## src/rtl/pkt_chk_pkg.sv

```systemverilog
package pkt_chk_pkg;

  localparam int unsigned DATA_W     = 32;
  localparam int unsigned LEN_LFSR_W = 16;

  // Data sequence step: x^32 + x^22 + x^2 + x + 1, shift left.
  function automatic logic [DATA_W-1:0] prbs_data_next(input logic [DATA_W-1:0] s);
    return {s[DATA_W-2:0], s[31] ^ s[21] ^ s[1] ^ s[0]};
  endfunction

  // Length sequence step: x^16 + x^14 + x^13 + x^11 + 1, shift left.
  function automatic logic [LEN_LFSR_W-1:0] prbs_len_next(input logic [LEN_LFSR_W-1:0] s);
    return {s[LEN_LFSR_W-2:0], s[15] ^ s[13] ^ s[12] ^ s[10]};
  endfunction

endpackage

```

## src/rtl/pkt_chk_data_track.sv

```systemverilog
module pkt_chk_data_track
  import pkt_chk_pkg::*;
#(
  parameter int unsigned LOCK_WORDS = 8
) (
  input  logic              clk,
  input  logic              rst_n,
  input  logic              active,
  input  logic              vld,
  input  logic [DATA_W-1:0] data,
  output logic              locked,
  output logic              data_err
);

  localparam int unsigned CNT_W = $clog2(LOCK_WORDS + 1);
  localparam logic [CNT_W-1:0] LOCK_AT = CNT_W'(LOCK_WORDS);

  logic              seeded_q, seeded_d;
  logic [DATA_W-1:0] pred_q,   pred_d;
  logic [CNT_W-1:0]  good_q,   good_d;
  logic              lock_q,   lock_d;
  logic              hit;

  assign hit      = (data == pred_q);
  assign data_err = active & vld & lock_q & ~hit;

  always_comb begin
    seeded_d = seeded_q;
    pred_d   = pred_q;
    good_d   = good_q;
    lock_d   = lock_q;
    if (!active) begin
      seeded_d = 1'b0;
      pred_d   = '0;
      good_d   = '0;
      lock_d   = 1'b0;
    end else if (vld) begin
      if (lock_q) begin
        pred_d = prbs_data_next(pred_q);
      end else if (!seeded_q) begin
        seeded_d = 1'b1;
        pred_d   = prbs_data_next(data);
        good_d   = '0;
      end else if (hit) begin
        pred_d = prbs_data_next(data);
        good_d = good_q + 1'b1;
        if (good_q + 1'b1 == LOCK_AT) begin
          lock_d = 1'b1;
        end
      end else begin
        pred_d = prbs_data_next(data);
        good_d = '0;
      end
    end
  end

  always_ff @(posedge clk or negedge rst_n) begin
    if (!rst_n) begin
      seeded_q <= 1'b0;
      pred_q   <= '0;
      good_q   <= '0;
      lock_q   <= 1'b0;
    end else begin
      seeded_q <= seeded_d;
      pred_q   <= pred_d;
      good_q   <= good_d;
      lock_q   <= lock_d;
    end
  end

  assign locked = lock_q;

endmodule

```

## config.mk

```make
export PLATFORM = sky130hd
export DESIGN_NAME = pkt_chk_data_track
export DESIGN_NICKNAME = d
export VERILOG_FILES = /design/src/rtl/pkt_chk_pkg.sv /design/src/rtl/pkt_chk_data_track.sv
export SDC_FILE = /design/constraint.sdc
export NUM_CORES = 1
export LEC_CHECK = 0
export BUFFER_PORTS_ARGS = -buffer_cell sky130_fd_sc_hd__buf_2
export CAP_MARGIN = 40
export CORE_AREA = 2 2 66 68
export CTS_BUF_LIST = sky130_fd_sc_hd__clkbuf_4
export CTS_CLUSTER_SIZE = 8
export DETAILED_ROUTE_END_ITERATION = 12
export DIE_AREA = 0 0 68 70
export PLACE_DENSITY_LB_ADDON = 0.15
export SLEW_MARGIN = 20
export SYNTH_ARGS = -nofsm -noshare
export SYNTH_HDL_FRONTEND = slang
export SYNTH_SLANG_ARGS = --single-unit
```

## constraint.sdc

```tcl
create_clock -name clk -period 4.45 [get_ports clk]
set_input_delay 0.2225 -clock clk [delete_from_list [all_inputs] [get_ports clk]]
set_output_delay 0.2225 -clock clk [all_outputs]
set_load 0.02 [all_outputs]
```

==> results of run 1 <==
[where the power goes]
group,switching [W],internal (W)
sequential,0.0000205,0.000366
combinational,0.0000695,0.0000678
clock,0.000109,0.0000813
total,0.000199,0.000515
[cell usage after synthesis (all sizes together) (3+ instances only)]
library cell,instances,area [um2]
nand2,43,164
dfrtp,38,951
xnor2,35,307
mux2i,31,310
o211a,31,310
clkbuf,11,41.3
nand4,7,43.8
buf,4,18.8
xor2,4,35.0
a21boi,3,22.5
inv,3,11.3
nor4,3,40.0
o41ai,3,48.8
[stage by stage]
step,instances,setup slack (ps),utilization [%]
2_1_floorplan,235,2760,-
3_3_place_gp,310,2510,63.8
3_5_place_dp,312,2500,65.2
4_1_cts,321,2100,66.8
5_1_grt,321,1980,66.8
6_report,321,2110,66.8
[cell usage in the layout, fill, tap and decap left out, types with 2 or more instances in the layout]
| cell type | count |
|---|---|
| ha_1 | 2 |
| nand3_1 | 2 |
| buf_2 | 37 |
| o211a_1 | 31 |
| buf_16 | 2 |
| xor2_1 | 4 |
| mux2i_1 | 31 |
| xnor2_1 | 35 |
| nor2b_1 | 2 |
| inv_1 | 2 |
| clkbuf_4 | 8 |
| nand2_1 | 42 |
| o41ai_2 | 3 |
| a21boi_1 | 3 |
| o211ai_1 | 2 |
| nand4_1 | 7 |
| nor3b_1 | 2 |
| dfrtp_1 | 37 |
[worst max-delay path by stage]
stage,startpoint,endpoint,slack (ps),cells past startpoint
after global routing,pred_q[13]$_DFFE_PN0P_,data_err,1980,6
after global placement,pred_q[13]$_DFFE_PN0P_,data_err,2510,6
after detailed placement,pred_q[13]$_DFFE_PN0P_,data_err,2500,6
after floorplan,pred_q[10]$_DFFE_PN0P_,data_err,2760,5
final,pred_q[13]$_DFFE_PN0P_,data_err,2110,6
after CTS,pred_q[13]$_DFFE_PN0P_,data_err,2100,6
[cell type report]
class	count	share of cell area (%)
clock buffers	8	2.17
repair buffers	41	9.30
inverters	3	0.407
flip-flops and latches	38	34.4
multi-input cells	179	51.4
well taps	52	2.35
[worst max-delay path: stages, from the launching register on]
cell and delay (ps):
dfrtp_1 420, xnor2_1 220, nand4_1 170, nor4_4 390, nand2_2 160, o2111a_1 260, buf_2 150
[kinds of logic after synthesis]
logic type	Yosys count	share of synthesized area, %
buffers and inverters	18	2.92
adder cells (fa/ha/maj)	2	1.02
AND/OR/NAND/NOR	64	13.0
AO/OA/AOI/OAI	43	17.5
flip-flops	38	38.9
XOR/XNOR	39	14.0
multiplexers	31	12.7
[flip-flops by register name, indices dropped and copies added, names as in the netlist]
name      cells
good_q        4
seeded_q      1
pred_q       32
locked        1
[metal layers]
metal	track usage [%]	vias up	wire length [um]
li1	-	906	-
met1	33.4	902	2380
met2	33.3	30	2290
met3	5.31	9	173
met4	9.78	0	120
met5	0	-	0
==> results.ini, run 1 <==
[yosys]
synthFlopType=dfrtp_1
ys_types=32
synth-seq-cells=38
syn_nets=273
postSynthAreaPerCell_um2=10.4
synth_seq_area_share_pct=38.9
synth_area_mm2=0.00245
synth_edf_count=0
syn_inst=235
ys_async_sr_fraction_pct=100
yosysWarningCount=0

[floorplan]
die_h_um=70
dieArea_mm2=0.00476
die_w_um=68
coreArea_mm2=0.00414
num_rows=24
pin_count=38
initial_core_util_pct=59.0

[cts]
insertion_delay_ps=350
root_buffer=clkbuf_4
cts_htree_levels=2
tritoncts=built
hold_buffers=1
clkSinkCount=38
cts_resized=0
path_clk_slew_ps=100
numCtsBuffers=5
cts_setup_buffers=0
clk_path_buf_depth=2

[drt]
via_per_inst=5.75
first_pass_iters=4
vias=1847
wire_per_inst_um=15.5
totalWireLength_um=4960
drt-initial-drc-count=117
ant_nets=0
drcViolationCount=0

[global_route]
overflow=0
track_usage_pct=23.2
grt_pass1_wl_um=8290
grt_pass1_vias=1737
grt_antenna_before_repair=0
grt_max_degree=69

[status]
outcome=finished clean

[worst_setup_path]
path_max_fanout=4
crit_path_end_kind=output port
critical_path_class=register to output port
start_kind=register
worstPathArrival_ps=2120
r2r_cells=5
r2r-start=pred_q[13]$_DFFE_PN0P_
r2r-end=good_q[3]$_DFFE_PN0P_
cp.required_ps=4230
r2r_slack_ps=2660

[placement]
gp_congestion=0.809
dpl_cell_area_mm2=0.00270
port_buffers=37
dp_hpwl_um=3550

[power]
power_w=0.000714
power.leakage_nw=1.38
power_density_mw_per_mm2=258
ir_drop_mv=0.137

[sta]
hold_viol_final=0
relSlewSlack_pct=54.8
fmax_mhz=427
rsz0062_at_grt=no
skew_ps=17.5
timing.final.crit_share_pct=52.6
period_needed_ps=2340
worstMarginPinSlew_ps=679
setup_tns_ps=0
finalMaxSlewViolations=0
holdWs_ps=257
setup_viol=0

[min_path]
hold_depth=4
hp-class=input port to register
min_to=pred_q[19]$_DFFE_PN0P_
hold_path_startpoint=data[18]

[cells_and_area]
num-fill-cells=355
n_antenna_cell=0
drive_gt1_share_pct=20.8
fin_area_mm2=0.00277
fin_nets=306
areaGrowthSynthToFinish_pct=13.2
multiInputGateArea_mm2=0.00142
ff_latch_area_um2=952

[flow_run]
drv_cap=0

No activity file was read; power rests on OpenSTA's default activity.
==> run 2, diff against run 1 <==
--- a/config.mk
+++ b/config.mk
@@ -7,11 +7,11 @@
 export LEC_CHECK = 0
 export BUFFER_PORTS_ARGS = -buffer_cell sky130_fd_sc_hd__buf_2
 export CAP_MARGIN = 40
-export CORE_AREA = 2 2 66 68
+export CORE_AREA = 2 2 71 73
 export CTS_BUF_LIST = sky130_fd_sc_hd__clkbuf_4
 export CTS_CLUSTER_SIZE = 8
 export DETAILED_ROUTE_END_ITERATION = 12
-export DIE_AREA = 0 0 68 70
+export DIE_AREA = 0 0 73 75
 export PLACE_DENSITY_LB_ADDON = 0.15
 export SLEW_MARGIN = 20
 export SYNTH_ARGS = -nofsm -noshare
==> constraint.sdc (replaced) <==
create_clock -name clk -period 1.94 [get_ports clk]
set_input_delay 0.097 -clock clk [delete_from_list [all_inputs] [get_ports clk]]
set_output_delay 0.097 -clock clk [all_outputs]
set_load 0.02 [all_outputs]
==> run 2 against run 1 <==
The flow now finishes with violations (negative setup slack). Register-to-register slack worse by 2500 ps. Clock-buffer cell count fell by 2. Sequential share of layout area shrank 1.7 points. Largest cell class unchanged. Highest routed layer unchanged.
==> results.ini, run 2 (synthesis results as in run 1) <==
[status]
outcome=finished, violations left
violations=negative setup slack

[placement]
dp_hpwl_um=3890  ; +9.5%
dpl_cell_area_mm2=0.00271  ; +0.46%
gp_congestion=0.792  ; -2.2%
pre_cts_ws_ps=163  ; -2340 ps
port_buffers=37  ; unchanged

[floorplan]
pin_count=38  ; unchanged
coreArea_mm2=0.00466  ; +12%
die_h_um=75  ; +7.1%
initial_core_util_pct=52.5  ; -6.5 points
num_rows=25  ; +4.2%
die_w_um=73  ; +7.4%
dieArea_mm2=0.00548  ; +15%

[worst_setup_path]
critical_path_class=register to output port
worstPathArrival_ps=1920  ; -200 ps
path_max_fanout=3  ; -1
crit_start=pred_q[10]$_DFFE_PN0P_
start_kind=register
cp.required_ps=1840  ; -2390 ps
r2r-start=pred_q[10]$_DFFE_PN0P_
crit_path_end_kind=output port

[sta]
rsz0062_at_grt=yes
fmax_mhz=496
timing.final.crit_share_pct=104
setup_viol=1  ; +1
setup_ws_ps=-75.5  ; -2190 ps
skew_ps=15.9  ; -1.65 ps
finalMaxSlewViolations=0  ; unchanged
hold_viol_final=0  ; unchanged
period_needed_ps=2020
relSlewSlack_pct=72.7  ; +18 points
worstMarginPinSlew_ps=409  ; -269 ps

[flow_run]
drv_cap=0  ; unchanged

[global_route]
track_usage_pct=21.5  ; -1.6 points
grt_pass1_wl_um=8830  ; +6.5%
grt_max_degree=25  ; -64%
grt_antenna_before_repair=0  ; unchanged
grt_pass1_vias=1834  ; +5.6%
overflow=0  ; unchanged

[cells_and_area]
largest_reg_flops=32  ; unchanged
fin_area_mm2=0.00292  ; +5.3%
num-fill-cells=406  ; +14%
top_register=pred_q
multiInputGateArea_mm2=0.00147  ; +3.2%
layout_commonest_cell=nand2_1
layout_common_cells=42 x nand2_1, 37 x dfrtp_1, 36 x buf_2
ff_latch_area_um2=952  ; unchanged
n_antenna_cell=0  ; unchanged
fin_nets=319  ; +4.2%
top_regs=pred_q x32, good_q x4
areaGrowthSynthToFinish_pct=19.2
drive_gt1_share_pct=26.6  ; +5.8 points

[drt]
vias=1909  ; +3.4%
ant_nets=0  ; unchanged
wire_per_inst_um=15.7  ; +1.8%
drcViolationCount=0  ; unchanged
first_pass_iters=4  ; unchanged
totalWireLength_um=5290  ; +6.6%
via_per_inst=5.68  ; -1.3%
drt-initial-drc-count=94  ; -20%

[power]
ir_drop_mv=0.383  ; +180%
power_w=0.00178  ; +150%
power.leakage_nw=1.47  ; +6.5%
power_density_mw_per_mm2=610  ; +140%

[cts]
clkSinkCount=38  ; unchanged
tritoncts=built
insertion_delay_ps=350  ; about the same
path_clk_slew_ps=120  ; +20 ps
cts_htree_levels=2  ; unchanged
clk_path_buf_depth=2  ; unchanged
numCtsBuffers=5  ; unchanged
root_buffer=clkbuf_4

[min_path]
hp-class=input port to register
hold_path_startpoint=data[24]

-- run 2: critical path, cell delays in order, from the launching register on --
cell and delay [ps]:
dfrtp_1 430, xnor2_1 140, nand4_1 190, nor4_4 350
nand2_2 80, o2111a_1 240, buf_6 130
-- run 2: power breakdown --
group / internal (W) / total (W) / switching [W]
clock: 0.000286 / 0.000551 / 0.000266
combinational: 0.000173 / 0.000341 / 0.000167
sequential: 0.000839 / 0.000888 / 0.0000488
total: 0.00130 / 0.00178 / 0.000482
-- run 2: repair_timing --
| action | 4_1_cts | 5_1_grt |
|---|---|---|
| endpoints found under the setup margin | 1 | 2 |
| hold endpoints to repair | 38 | 0 |
| pin swaps | 9 | 8 |
| hold buffers | 1 | 0 |
| buffers inserted | 6 | 2 |
| gates resized for setup | 6 | 2 |
-- run 2: path summary, 6_finish.rpt --
check | to | slack (ps) | cells past startpoint
max | data_err | -80 | 6
min | pred_q[25]$_DFFE_PN0P_ | 120 | 4
max reg2reg | good_q[1]$_DFFE_PN0P_ | 140 | 6
min reg2reg | seeded_q$_DFFE_PN0P_ | 510 | 1
max in group asynchronous | pred_q[12]$_DFFE_PN0P_ | 1300 | 3
min in group asynchronous | pred_q[15]$_DFFE_PN0P_ | 130 | 2
-- run 2: routing by layer --
| metal | wire, um | up-vias | GRT usage (%) | share of wire [%] |
|---|---|---|---|---|
| li1 | - | 933 | - | - |
| met1 | 2500 | 930 | 28.3 | 47 |
| met2 | 2540 | 40 | 36.7 | 48 |
| met3 | 209 | 6 | 4.15 | 4.0 |
| met4 | 50 | 0 | 5.56 | 0.95 |
| met5 | 0 | - | 0 | 0 |
-- run 2: layout make-up --
class,instances,area share (%)
clock buffer,6,1.54
clock inverter,2,1.29
inverter,3,0.386
multi-input combinational,179,50.4
sequential,38,32.6
tap,54,2.32
timing repair buffer,54,11.5
-- run 2: through the flow --
step	instances	setup TNS [ps]	hold slack, ps	utilization [%]
after global routing	336	-173	100	62.6
final	336	-75.5	117	62.6
after CTS	334	-102	104	61.9
after global placement	319	0	-24.3	58.2
after detailed placement	319	0	-19.5	58.2
after floorplan	235	0	-199	-
